**src/rtl/abm_pkg.sv**
```systemverilog
package abm_pkg;
  localparam logic [2:0] MODE_BUS_MASTER = 3'b000;

  typedef enum logic [2:0] {
    ST_IDLE,
    ST_SETUP,
    ST_STROBE,
    ST_WAIT,
    ST_POST,
    ST_HOLD
  } abm_state_e;
endpackage

```
**src/rtl/abm_sync.sv**
```systemverilog
module abm_sync #(
  parameter int   STAGES    = 2,
  parameter logic RESET_VAL = 1'b1
) (
  input  logic clk,
  input  logic rst,
  input  logic d,
  output logic q
);
  logic [STAGES-1:0] sh;

  always_ff @(posedge clk) begin
    if (rst) sh <= {STAGES{RESET_VAL}};
    else     sh <= {sh[STAGES-2:0], d};
  end

  assign q = sh[STAGES-1];
endmodule

```
**src/rtl/abm_decode.sv**
```systemverilog
module abm_decode #(
  parameter int                PAGE_W   = 4,
  parameter logic [PAGE_W-1:0] WIN_PAGE = 4'h1
) (
  input  logic [2:0]        mode,
  input  logic [PAGE_W-1:0] page,
  output logic              ok
);
  import abm_pkg::*;

  always_comb begin
    ok = (mode == MODE_BUS_MASTER) && (page == WIN_PAGE);
  end
endmodule

```
**src/rtl/abm_bus_master.sv**
```systemverilog
module abm_bus_master #(
  parameter int               IN_AW       = 16,
  parameter int               BUS_AW      = 12,
  parameter int               DW          = 8,
  parameter logic [IN_AW-1:0] WIN_BASE    = 16'h1000,
  parameter int               SYNC_STAGES = 2,
  parameter int               SETUP_CYC   = 1,
  parameter int               STROBE_CYC  = 22,
  parameter int               RDY_WIN_CYC = 12,
  parameter int               POST_RD_CYC = 1,
  parameter int               POST_WR_CYC = 6,
  parameter int               HOLD_CYC    = 1,
  parameter int               TIMEOUT_CYC = 1000
) (
  input  logic              clk,
  input  logic              rst,
  input  logic [2:0]        mode_sel,
  input  logic              req_valid,
  output logic              req_ready,
  input  logic              req_write,
  input  logic [IN_AW-1:0]  req_addr,
  input  logic [DW-1:0]     req_wdata,
  output logic              rsp_valid,
  output logic              rsp_err,
  output logic [DW-1:0]     rsp_rdata,
  output logic [BUS_AW-1:0] bus_addr,
  output logic              bus_rw,
  output logic              bus_cs_n,
  output logic [DW-1:0]     bus_dout,
  output logic              bus_doe,
  input  logic [DW-1:0]     bus_din,
  input  logic              bus_rdy
);
  import abm_pkg::*;

  localparam int PAGE_W     = IN_AW - BUS_AW;
  localparam int RDY_SEEN   = RDY_WIN_CYC + SYNC_STAGES;
  localparam int DECIDE_CYC = (STROBE_CYC > RDY_SEEN) ? STROBE_CYC : RDY_SEEN;
  localparam int CNT_SPAN   = SETUP_CYC + DECIDE_CYC + POST_RD_CYC + POST_WR_CYC + HOLD_CYC;
  localparam int CW         = $clog2(CNT_SPAN + 1);
  localparam int TW         = $clog2(TIMEOUT_CYC + 1);

  abm_state_e      state;
  logic [CW-1:0]   cnt;
  logic [TW-1:0]   tcnt;
  logic            rdy_s;
  logic            acc_ok;
  logic            err_q;
  logic [DW-1:0]   cap_q;

  abm_sync #(.STAGES(SYNC_STAGES), .RESET_VAL(1'b1)) u_rdy_sync (
    .clk (clk),
    .rst (rst),
    .d   (bus_rdy),
    .q   (rdy_s)
  );

  abm_decode #(.PAGE_W(PAGE_W), .WIN_PAGE(WIN_BASE[IN_AW-1:BUS_AW])) u_decode (
    .mode (mode_sel),
    .page (req_addr[IN_AW-1:BUS_AW]),
    .ok   (acc_ok)
  );

  assign req_ready = (state == ST_IDLE);

  always_ff @(posedge clk) begin
    if (rst) begin
      state     <= ST_IDLE;
      cnt       <= '0;
      tcnt      <= '0;
      err_q     <= 1'b0;
      cap_q     <= '0;
      bus_addr  <= '0;
      bus_rw    <= 1'b1;
      bus_cs_n  <= 1'b1;
      bus_dout  <= '0;
      bus_doe   <= 1'b0;
      rsp_valid <= 1'b0;
      rsp_err   <= 1'b0;
      rsp_rdata <= '0;
    end else begin
      rsp_valid <= 1'b0;
      case (state)
        ST_IDLE: begin
          if (req_valid) begin
            if (!acc_ok) begin
              rsp_valid <= 1'b1;
              rsp_err   <= 1'b1;
              rsp_rdata <= '0;
            end else begin
              bus_addr <= req_addr[BUS_AW-1:0];
              bus_rw   <= !req_write;
              bus_dout <= req_wdata;
              bus_doe  <= req_write;
              err_q    <= 1'b0;
              cnt      <= CW'(SETUP_CYC - 1);
              state    <= ST_SETUP;
            end
          end
        end
        ST_SETUP: begin
          if (cnt == '0) begin
            bus_cs_n <= 1'b0;
            cnt      <= CW'(DECIDE_CYC - 1);
            state    <= ST_STROBE;
          end else begin
            cnt <= cnt - 1'b1;
          end
        end
        ST_STROBE: begin
          if (cnt != '0) begin
            cnt <= cnt - 1'b1;
          end else if (rdy_s) begin
            bus_cs_n <= 1'b1;
            cap_q    <= bus_din;
            cnt      <= CW'(HOLD_CYC - 1);
            state    <= ST_HOLD;
          end else begin
            tcnt  <= '0;
            state <= ST_WAIT;
          end
        end
        ST_WAIT: begin
          if (rdy_s) begin
            cnt   <= bus_rw ? CW'(POST_RD_CYC - 1) : CW'(POST_WR_CYC - 1);
            state <= ST_POST;
          end else if (tcnt == TW'(TIMEOUT_CYC - 1)) begin
            bus_cs_n <= 1'b1;
            err_q    <= 1'b1;
            cap_q    <= '0;
            cnt      <= CW'(HOLD_CYC - 1);
            state    <= ST_HOLD;
          end else begin
            tcnt <= tcnt + 1'b1;
          end
        end
        ST_POST: begin
          if (cnt == '0) begin
            bus_cs_n <= 1'b1;
            cap_q    <= bus_din;
            cnt      <= CW'(HOLD_CYC - 1);
            state    <= ST_HOLD;
          end else begin
            cnt <= cnt - 1'b1;
          end
        end
        ST_HOLD: begin
          if (cnt == '0) begin
            bus_doe   <= 1'b0;
            rsp_valid <= 1'b1;
            rsp_err   <= err_q;
            rsp_rdata <= (bus_rw && !err_q) ? cap_q : '0;
            state     <= ST_IDLE;
          end else begin
            cnt <= cnt - 1'b1;
          end
        end
        default: state <= ST_IDLE;
      endcase
    end
  end
endmodule

```
**config.mk**
```make
export PLATFORM = sky130hd
export DESIGN_NAME = abm_bus_master
export DESIGN_NICKNAME = d
export VERILOG_FILES = /design/src/rtl/abm_pkg.sv /design/src/rtl/abm_sync.sv /design/src/rtl/abm_decode.sv /design/src/rtl/abm_bus_master.sv
export SDC_FILE = /design/constraint.sdc
export NUM_CORES = 1
export LEC_CHECK = 0
export ABC_AREA = 1
export BUFFER_PORTS_ARGS = -buffer_cell sky130_fd_sc_hd__buf_2
export CAP_MARGIN = 30
export CORE_MARGIN = 3
export CORE_UTILIZATION = 50
export DETAILED_ROUTE_END_ITERATION = 8
export PLACE_DENSITY = 0.8
export SYNTH_ARGS = -nofsm -noshare
export SYNTH_HDL_FRONTEND = slang
export SYNTH_SLANG_ARGS = --single-unit
```
**constraint.sdc**
```tcl
create_clock -name clk -period 2.9 [get_ports clk]
set_clock_uncertainty 0.2 [all_clocks]
set_input_delay 0.29 -clock clk [delete_from_list [all_inputs] [get_ports clk]]
set_output_delay 0.29 -clock clk [all_outputs]
set_load 0.02 [all_outputs]
```
==> results.sh, run 1 <==
export IMPL_fin_crit_sh_pct=76.8
export IMPL_outcome="finished clean"
export IMPL_cts_sinks=62
export IMPL_netlist_area_mm2=0.00291
export IMPL_grt_max_degree=34
export IMPL_antenna_left=0
export IMPL_hpwl_mm=5.03
export IMPL_die_x_um=82.3
export IMPL_synth_warnings=0
export IMPL_p_leak_nw=1.64
export IMPL_critical_path_class="reg -> reg"
export IMPL_r2r_cells=10
export IMPL_yosys_area_share_xor_xnor_pct=0.902
export IMPL_pin_count=74
export IMPL_synth_simple_area_share_pct=37.6
export IMPL_gr_usage_all_layers_pct=22.1
export IMPL_internal_power_mw=1.69
export IMPL_drive_gt1_share_pct=21.5
export IMPL_hold_path_end="bus_addr[0]$_SDFFE_PP0P_"
export IMPL_irDropWorstVdd_uv=423
export IMPL_setup_viol=0
export IMPL_post_route_min_period_ns=2.23
export IMPL_grt_overflow_total=0
export IMPL_ys_seq_area_share_pct=42.6
export IMPL_grt_pass1_vias=2662
export IMPL_wl_per_cell_um=12.5
export IMPL_critPathCaptureType="register"
export IMPL_cts_root_buffer="clkbuf_8"
export IMPL_seqPwrFrac_pct=39.5
export IMPL_port_buffers=73
export IMPL_slowest_stage="nor3_4"
export IMPL_dieArea_mm2=0.00677
export IMPL_antenna_cells=0
export IMPL_cp_max_fo=17
export IMPL_drt_initial_drc_count=174
export IMPL_crit_chain="ha_1 > nand2_1 > nor2_1 > nand2_1 > nand2_1 > nand2_1 > nor3_4 > nand2_1 > nand2_1 > nor2_1"
export IMPL_clock_fmax_ghz=0.449
export IMPL_fin_nets=548
export IMPL_relSlewSlack_pct=56.7
export IMPL_synthTopCellsByCount="nand2_1, dfxtp_1, nand3_1, nor2_1, a21oi_1"
export IMPL_synth_ff_type="dfxtp_1"
export IMPL_cts_setup_buffers=0
export IMPL_synth_top_family_by_area="simple AND/OR/NAND/NOR gates"
export IMPL_cts_tree="done"
export IMPL_ctsHoldBuffers=5
export IMPL_fin_util_pct=65.3
export IMPL_cts_clk_slew_worst_paths_ns=0.08
export IMPL_gp_congestion=0.905
export IMPL_async_flop_share_pct=0
export IMPL_cts_buffers=9
export IMPL_dr_pass1_iters=4
export IMPL_viasPerCell=5.18
export IMPL_core_mm2=0.00557
export IMPL_powerDensity_mw_per_mm2=648
export IMPL_hold_path_depth=3
export IMPL_synthAdderAreaFrac_pct=0.859
export IMPL_hp_start="req_addr[0]"
export IMPL_hold_viol=0
export IMPL_path_delay_family="simple AND/OR/NAND/NOR gates"
export IMPL_switching_share_pct=28.2
export IMPL_holdWs_ns=0.00730
export IMPL_num_rows=27
export IMPL_fin_tns_setup_ns=0
export IMPL_rsz0062_at_grt="no"
export IMPL_start_kind="register"
export IMPL_synthCells=429
export IMPL_htreeDepth=3
export IMPL_ys_ff_latch=62
export IMPL_synthTopCellsByArea="dfxtp_1, nand2_1, nand3_1, a21oi_1, nor2_1"
export IMPL_grt_first_pass_wirelength_mm=11.6
export IMPL_yosysMostFrequentCell="nand2_1"
export IMPL_antenna_found_initial=0
export IMPL_num_vias=3020
export IMPL_pwr_share_clk_pct=43.1
export IMPL_worst_r2r_setup_slack_ns=0.67
export IMPL_synth_edff_count=0
export IMPL_pwr_share_comb_pct=17.4
export IMPL_r2r_end="cap_q[5]$_SDFFE_PP0P_"
export IMPL_slowest_delay_ns=0.49
export IMPL_rr_startpoint="tcnt[0]$_SDFFE_PP0P_"
export IMPL_die_h_um=82.3
export IMPL_syn_area_per_cell_um2=6.79
export IMPL_n_fill_cell=477
export IMPL_clkLatencyLatePin_ns=0.34
export IMPL_hold_path_class="in -> reg"
export IMPL_cp_required_ns=2.94
export IMPL_cp_arrival_ns=2.26
export IMPL_worst_path_buf_inv=0
export IMPL_synth_compound_area_share_pct=11.3
export IMPL_ys_types=30
export IMPL_wl_mm=7.26
export IMPL_synth_mux_area_share_pct=0
export IMPL_drc=0
export IMPL_syn_nets=471
export IMPL_initial_core_util_pct=52.2
export IMPL_cts_max_path_buffers=2
export IMPL_switching_power_mw=0.665
export IMPL_worstMarginPinSlew_ns=0.647
export IMPL_synth_top_area_cell="dfxtp_1"
export IMPL_maxCapViolations=0
export IMPL_yosysTopAreaCellShare_pct=42.6
export IMPL_startpoint="tcnt[0]$_SDFFE_PP0P_"
export IMPL_drv_slew=0
export IMPL_crit_top_cell="nand2_1"
export IMPL_area_growth_pct=25.1
export IMPL_ctsResizeCount=0
-- routing by layer --
metal	wire [um]	global-route usage, %	up-vias
met4	202	12.0	0
met1	3150	27.2	1355
met5	0	0	-
met3	467	5.42	21
li1	-	-	1550
met2	3440	35.2	94
-- cells in the final DEF (no fill, tap or decap), drive strengths merged --
cell type      n
bufinv         4
nor4           1
nor3           4
xor2           3
dlygate4sd3    5
clkbuf         9
nand2        123
a21oi         47
or2            2
nor2          53
inv           34
nand4          4
a21boi         2
dfxtp         62
ha             2
buf           76
o21ai         14
clkinv         3
and3           1
nand3b         3
o21bai         1
nand3         58
-- power groups by stage --
stage          combinational [mW]  sequential, mW  clock, mW
2_1_floorplan               0.286           0.956          0
3_3_place_gp                0.388           0.950          0
3_5_place_dp                0.400           0.950          0
4_1_cts                     0.408           0.931       1.03
5_1_grt                     0.465           0.937       1.07
6_report                    0.410           0.933       1.02
-- sequential cells by signal, summed over array words and instances (netlist names) --
name / cells
rsp_valid: 1
cap_q: 8
state: 3
rsp_err: 1
bus_cs_n: 1
bus_addr: 12
bus_rw: 1
cnt: 5
err_q: 1
tcnt: 10
bus_doe: 1
rsp_rdata: 8
bus_dout: 8
u_rdy_sync.sh: 2
-- cells by family after synthesis --
family | Yosys count
fa+ha+maj | 2
xor+xnor | 3
flops | 62
compound gates | 64
simple gates | 249
buf+inv | 49
-- worst min-delay path: stages --
cell and delay, ns:
buf_2 0.09, nand3_1 0.06, a21oi_1 0.06
-- metrics by stage --
stage | instance area [um2] | total power, mW | setup slack, ns | instances
floorplan | 2910 | 1.24 | 1.02 | 429
global placement | 3320 | 1.34 | 0.758 | 562
detailed placement | 3320 | 1.35 | 0.729 | 562
CTS | 3640 | 2.37 | 0.700 | 583
global route | 3640 | 2.47 | 0.459 | 583
finish | 3640 | 2.36 | 0.672 | 583
-- layout make-up --
class                           count  area, um2  area share [%]
Multi-Input combinational cell    318       1480            40.5
Inverter                           34        128            3.50
Tap cell                           72       90.1            2.47
Clock buffer                        9        124            3.40
Sequential cell                    62       1240            34.1
Timing Repair Buffer               81        438            12.0
Clock inverter                      7        146            4.02
-- how the worst max path moves through the flow --
stage | cells past startpoint | slack [ns] | endpoint
4_1_cts | 10 | 0.70 | cap_q[5]$_SDFFE_PP0P_
3_3_place_gp | 10 | 0.76 | cap_q[1]$_SDFFE_PP0P_
6_report | 10 | 0.67 | cap_q[5]$_SDFFE_PP0P_
3_5_place_dp | 10 | 0.73 | cap_q[7]$_SDFFE_PP0P_
5_1_grt | 10 | 0.46 | cap_q[3]$_SDFFE_PP0P_
2_1_floorplan | 9 | 1.02 | bus_addr[0]$_SDFFE_PP0P_
No activity file was read; power rests on OpenSTA's default activity.
==> run 2, diff against run 1 <==
==> constraint.sdc (replaced) <==
create_clock -name clk -period 2.15 [get_ports clk]
set_clock_uncertainty 0.2 [all_clocks]
set_input_delay 0.215 -clock clk [delete_from_list [all_inputs] [get_ports clk]]
set_output_delay 0.215 -clock clk [all_outputs]
set_load 0.02 [all_outputs]
==> run 2 against run 1 <==
Utilization grew 5.3 points. Clock power grew 22%. Sequential power grew 34%.
==> results.sh, run 2 (synthesis results as in run 1) <==
export IMPL_critical_path_class="reg -> reg"
export IMPL_fin_tns_setup_ns=0
export IMPL_initial_core_util_pct=52.2
export IMPL_clock_fmax_ghz=0.514
export IMPL_wl_per_cell_um=13.2
export IMPL_area_growth_pct=35.3
export IMPL_cts_buffers=9
export IMPL_antenna_left=0
export IMPL_drive_gt1_share_pct=21.5
export IMPL_r2r_cells=8
export IMPL_outcome="finished clean"
export IMPL_n_fill_cell=431
export IMPL_top_regs="bus_addr x12, tcnt x10"
export IMPL_cp_arrival_ns=1.97
export IMPL_pin_count=74
export IMPL_worst_path_buf_inv=2
export IMPL_post_route_min_period_ns=1.95
export IMPL_layout_commonest_cell="nand2_1"
export IMPL_gp_congestion=0.917
export IMPL_core_mm2=0.00557
export IMPL_cts_sinks=62
export IMPL_wl_met3_um=462
export IMPL_hold_path_depth=3
export IMPL_hold_viol=0
export IMPL_clkLatencyLatePin_ns=0.34
export IMPL_fin_cells=615
export IMPL_grt_pass1_vias=3092
export IMPL_irDropWorstVdd_uv=617
export IMPL_dp_cells=570
export IMPL_dr_pass1_iters=6
export IMPL_regArea_mm2=0.00124
export IMPL_fin_nets=581
export IMPL_die_x_um=82.3
export IMPL_grt_first_pass_wirelength_mm=13.7
export IMPL_hpwl_mm=5.31
export IMPL_cts_tree="done"
export IMPL_drt_initial_drc_count=191
export IMPL_cts_root_buffer="clkbuf_8"
export IMPL_num_rows=27
export IMPL_relSlewSlack_pct=69.1
export IMPL_drv_slew=0
export IMPL_port_buffers=73
export IMPL_antenna_found_initial=0
export IMPL_slowest_delay_ns=0.33
export IMPL_die_h_um=82.3
export IMPL_hold_path_class="in -> reg"
export IMPL_num_vias=3216
export IMPL_antenna_cells=0
export IMPL_viasPerCell=5.23
export IMPL_dieArea_mm2=0.00677
export IMPL_r2r_end="tcnt[3]$_SDFFE_PP0P_"
export IMPL_final_cell_mix="nand2_1, buf_2, dfxtp_1"
export IMPL_rsz0062_at_grt="no"
export IMPL_cp_required_ns=2.17
export IMPL_drc=0
export IMPL_critPathCaptureType="register"
export IMPL_largest_register_ffs=12
export IMPL_fin_crit_sh_pct=90.5
export IMPL_path_delay_family="simple AND/OR/NAND/NOR gates"
export IMPL_multi_input_area_mm2=0.00148
export IMPL_highest_layer="met4"
export IMPL_grt_overflow_total=0
export IMPL_htreeDepth=3
export IMPL_cts_setup_buffers=0
export IMPL_crit_chain="inv_1 > ha_1 > nand3b_2 > a21oi_1 > nand2_2 > inv_2 > nand2_1 > and3_1"
export IMPL_cp_max_fo=10
export IMPL_route_layer_met1_wl_mm=3.47
export IMPL_wl_mm=8.12
export IMPL_p_leak_nw=1.77
export IMPL_start_kind="register"
export IMPL_worstMarginPinSlew_ns=0.462
export IMPL_grt_max_degree=21
export IMPL_gr_usage_all_layers_pct=26.0
export IMPL_slowest_stage="dfxtp_1"
export IMPL_worst_r2r_setup_slack_ns=0.20
export IMPL_maxCapViolations=0
export IMPL_cts_clk_slew_worst_paths_ns=0.07
export IMPL_powerDensity_mw_per_mm2=795
export IMPL_hp_start="req_valid"
export IMPL_regMostFlops="bus_addr"
export IMPL_rr_startpoint="cnt[0]$_SDFFE_PP0P_"
export IMPL_setup_viol=0
export IMPL_hold_path_end="bus_rw$_SDFFE_PP1P_"
export IMPL_cts_max_path_buffers=2
export IMPL_routed_wl_met2_mm=3.92
[run 2: layout make-up]
| class | count | share of cell area (%) |
|---|---|---|
| Tap cell | 72 | 2.29 |
| Clock inverter | 4 | 2.41 |
| Multi-Input combinational cell | 318 | 37.6 |
| Inverter | 34 | 3.24 |
| Sequential cell | 62 | 31.5 |
| Timing Repair Buffer | 114 | 19.3 |
| Clock buffer | 11 | 3.59 |
[run 2: per-stage QoR]
step	instance area (um2)	setup WS, ns	util [%]	total power, mW	hold slack (ns)
finish	3940	0.204	70.7	3.13	0.0247
CTS	3930	0.171	70.5	3.13	0.0118
global route	3940	0.0449	70.7	3.30	0.0332
detailed placement	3390	0.183	60.9	1.86	0.196
floorplan	2910	0.269	-	1.68	0.119
global placement	3390	0.270	60.9	1.84	0.195
[run 2: power breakdown]
group / switching, mW / leakage (nW) / internal [mW]
Clock: 0.441 / 0.119 / 0.794
Sequential: 0.0416 / 0.501 / 1.21
Combinational: 0.399 / 1.15 / 0.243
[run 2: worst min-delay path: stages]
cell     delay [ns]
buf_2          0.13
nand3_1        0.10
o21ai_0        0.07
[run 2: worst max-delay path by stage]
stage,from,endpoint,cells past startpoint
floorplan,state[1]$_SDFFE_PP0P_,bus_addr[0]$_SDFFE_PP0P_,9
global placement,cnt[0]$_SDFFE_PP0P_,cnt[3]$_SDFFE_PP0P_,10
detailed placement,cnt[0]$_SDFFE_PP0P_,cnt[1]$_SDFFE_PP0P_,9
CTS,cnt[0]$_SDFFE_PP0P_,cnt[3]$_SDFFE_PP0P_,10
global route,cnt[0]$_SDFFE_PP0P_,cnt[3]$_SDFFE_PP0P_,9
finish,cnt[0]$_SDFFE_PP0P_,tcnt[3]$_SDFFE_PP0P_,8
[run 2: timing repair]
action | CTS | global route
resized for setup | 0 | 2
hold buffers | 30 | 0
endpoints found under the hold margin | 31 | 0
endpoints found under the setup margin | 0 | 5
[run 2: layer usage]
metal / up-vias / GRT usage [%]
li1: 1617 / -
met1: 1441 / 32.0
met2: 128 / 41.3
met3: 30 / 6.18
met4: 0 / 15.0
met5: - / 0
==> run 3, diff against run 2 <==
--- a/config.mk
+++ b/config.mk
@@ -12,6 +12,7 @@
 export CORE_UTILIZATION = 50
 export DETAILED_ROUTE_END_ITERATION = 8
 export PLACE_DENSITY = 0.8
+export RECOVER_POWER = 100
 export SYNTH_ARGS = -nofsm -noshare
 export SYNTH_HDL_FRONTEND = slang
 export SYNTH_SLANG_ARGS = --single-unit
==> run 3 against run 2 <==
Clock-buffer cell count stayed put. Sequential power hardly changed. Sequential cell count stayed put. Utilization is 0.94 points lower. Clock power hardly changed. Sequential share of layout area is 0.43 points higher. Total power hardly changed. Hold slack hardly changed. Worst setup slack worse by 0.041 ns. Register-to-register slack worse by 0.03 ns. Critical path type is now in -> reg.
==> results.sh, run 3 (synthesis results as in run 1) <==
export IMPL_outcome="finished clean"
export IMPL_clkLatencyLatePin_ns=0.34
export IMPL_critical_path_class="in -> reg"
export IMPL_holdWs_ns=0.0244
export IMPL_hold_path_class="in -> reg"
export IMPL_setup_viol=0
export IMPL_place_ws_ns=0.183
export IMPL_cts_tree="done"
export IMPL_grt_overflow_total=0
export IMPL_fin_ws_ns=0.163
export IMPL_startpoint="rst"
export IMPL_gr_usage_all_layers_pct=26.0
export IMPL_fin_nets=581
export IMPL_die_x_um=82.3
export IMPL_dieArea_mm2=0.00677
export IMPL_wl_mm=8.13
export IMPL_htreeDepth=3
export IMPL_fin_tns_setup_ns=0
export IMPL_viasPerCell=5.26
export IMPL_dp_cells=570
export IMPL_placed_area_mm2=0.00339
export IMPL_grt_max_degree=21
export IMPL_drc=0
export IMPL_final_cell_area_mm2=0.00389
export IMPL_cp_arrival_ns=2.00
export IMPL_num_rows=27
export IMPL_layout_commonest_cell="nand2_1"
export IMPL_maxCapViolations=0
export IMPL_start_kind="input port"
export IMPL_initial_core_util_pct=52.2
export IMPL_cts_clk_slew_worst_paths_ns=0.07
export IMPL_critPathCaptureType="register"
export IMPL_dr_pass1_iters=5
export IMPL_wl_per_cell_um=13.2
export IMPL_crit_top_cell="clkbuf_1"
export IMPL_clock_fmax_ghz=0.503
export IMPL_p_leak_nw=1.63
export IMPL_powerDensity_mw_per_mm2=805
export IMPL_crit_chain="clkbuf_1 > clkbuf_1 > clkbuf_2 > a21oi_1"
export IMPL_post_route_min_period_ns=1.99
export IMPL_port_buffers=73
export IMPL_drive_gt1_share_pct=14.7
export IMPL_core_mm2=0.00557
export IMPL_rr_startpoint="cnt[0]$_SDFFE_PP0P_"
export IMPL_cts_setup_buffers=0
export IMPL_worstMarginPinSlew_ns=0.858
export IMPL_n_fill_cell=460
export IMPL_cts_buffers=9
export IMPL_final_cell_mix="nand2_1, dfxtp_1, nand3_1"
export IMPL_num_vias=3233
export IMPL_regArea_mm2=0.00124
export IMPL_hpwl_mm=5.31
export IMPL_relSlewSlack_pct=42.8
export IMPL_cts_sinks=62
export IMPL_drv_slew=0
export IMPL_fin_util_pct=69.7
export IMPL_grt_pass1_vias=3092
export IMPL_hp_start="req_valid"
export IMPL_slowest_delay_ns=0.68
export IMPL_top_regs="bus_addr x12, tcnt x10"
export IMPL_antenna_left=0
export IMPL_grt_first_pass_wirelength_mm=13.7
export IMPL_antenna_cells=0
export IMPL_gp_congestion=0.917
export IMPL_pin_count=74
export IMPL_irDropWorstVdd_uv=601
export IMPL_slowest_stage="clkbuf_1"
export IMPL_multi_input_area_mm2=0.00148
export IMPL_regMostFlops="bus_addr"
export IMPL_fin_cells=615
export IMPL_antenna_found_initial=0
export IMPL_rsz0062_at_grt="no"
export IMPL_cp_max_fo=19
export IMPL_cts_root_buffer="clkbuf_8"
export IMPL_largest_register_ffs=12
export IMPL_cp_required_ns=2.17
export IMPL_drt_initial_drc_count=206
export IMPL_cts_max_path_buffers=2
export IMPL_p_total_mw=3.13
export IMPL_fin_crit_sh_pct=92.4
export IMPL_die_h_um=82.3
export IMPL_area_growth_pct=33.5
export IMPL_hold_viol=0
==> run 3: cell types whose count changed in the layout (fill, tap and decap cells not counted), sizes merged <==
cell    previous run  this run
buf               84        46
clkbuf            11        49
==> run 3: repair_timing <==
action,CTS,global route
hold endpoints to repair,31,0
hold buffers,30,0
gates resized for setup,0,2
endpoints found under the setup margin,0,5
==> run 3: final timing paths <==
kind / slack (ns) / to / cells past startpoint
min: 0.02 / bus_rw$_SDFFE_PP1P_ / 3
max: 0.16 / bus_dout[0]$_SDFFE_PP0P_ / 4
min reg2reg: 0.21 / u_rdy_sync.sh[1]$_SDFF_PP1_ / 1
max reg2reg: 0.17 / tcnt[9]$_SDFFE_PP0P_ / 9
==> run 3: cell type report <==
cell class	count	share of cell area, %
clock inverter	4	2.45
inverter	34	3.28
sequential	62	31.9
tap	72	2.32
clock buffer	11	3.64
timing repair buffer	114	18.2
multi-input combinational	318	38.2
==> run 3: routing by layer <==
layer	vias up	part of all wire [%]	routed length, um	track usage, %
met4	0	3.8	310	15.0
met5	-	0	0	0
met3	32	6.7	545	6.18
met2	140	48	3880	41.3
met1	1443	42	3390	32.0
li1	1618	-	-	-
==> run 3: critical path, delay by kind of cell <==
| kind | cells | cell delay (ns) |
|---|---|---|
| buffers and inverters | 3 | 1.70 |
| AOI/OAI and AO/OA | 1 | 0.08 |
==> run 3: power breakdown <==
group | switching (mW) | internal, mW
combinational | 0.403 | 0.235
sequential | 0.0420 | 1.21
clock | 0.443 | 0.794
total | 0.888 | 2.24
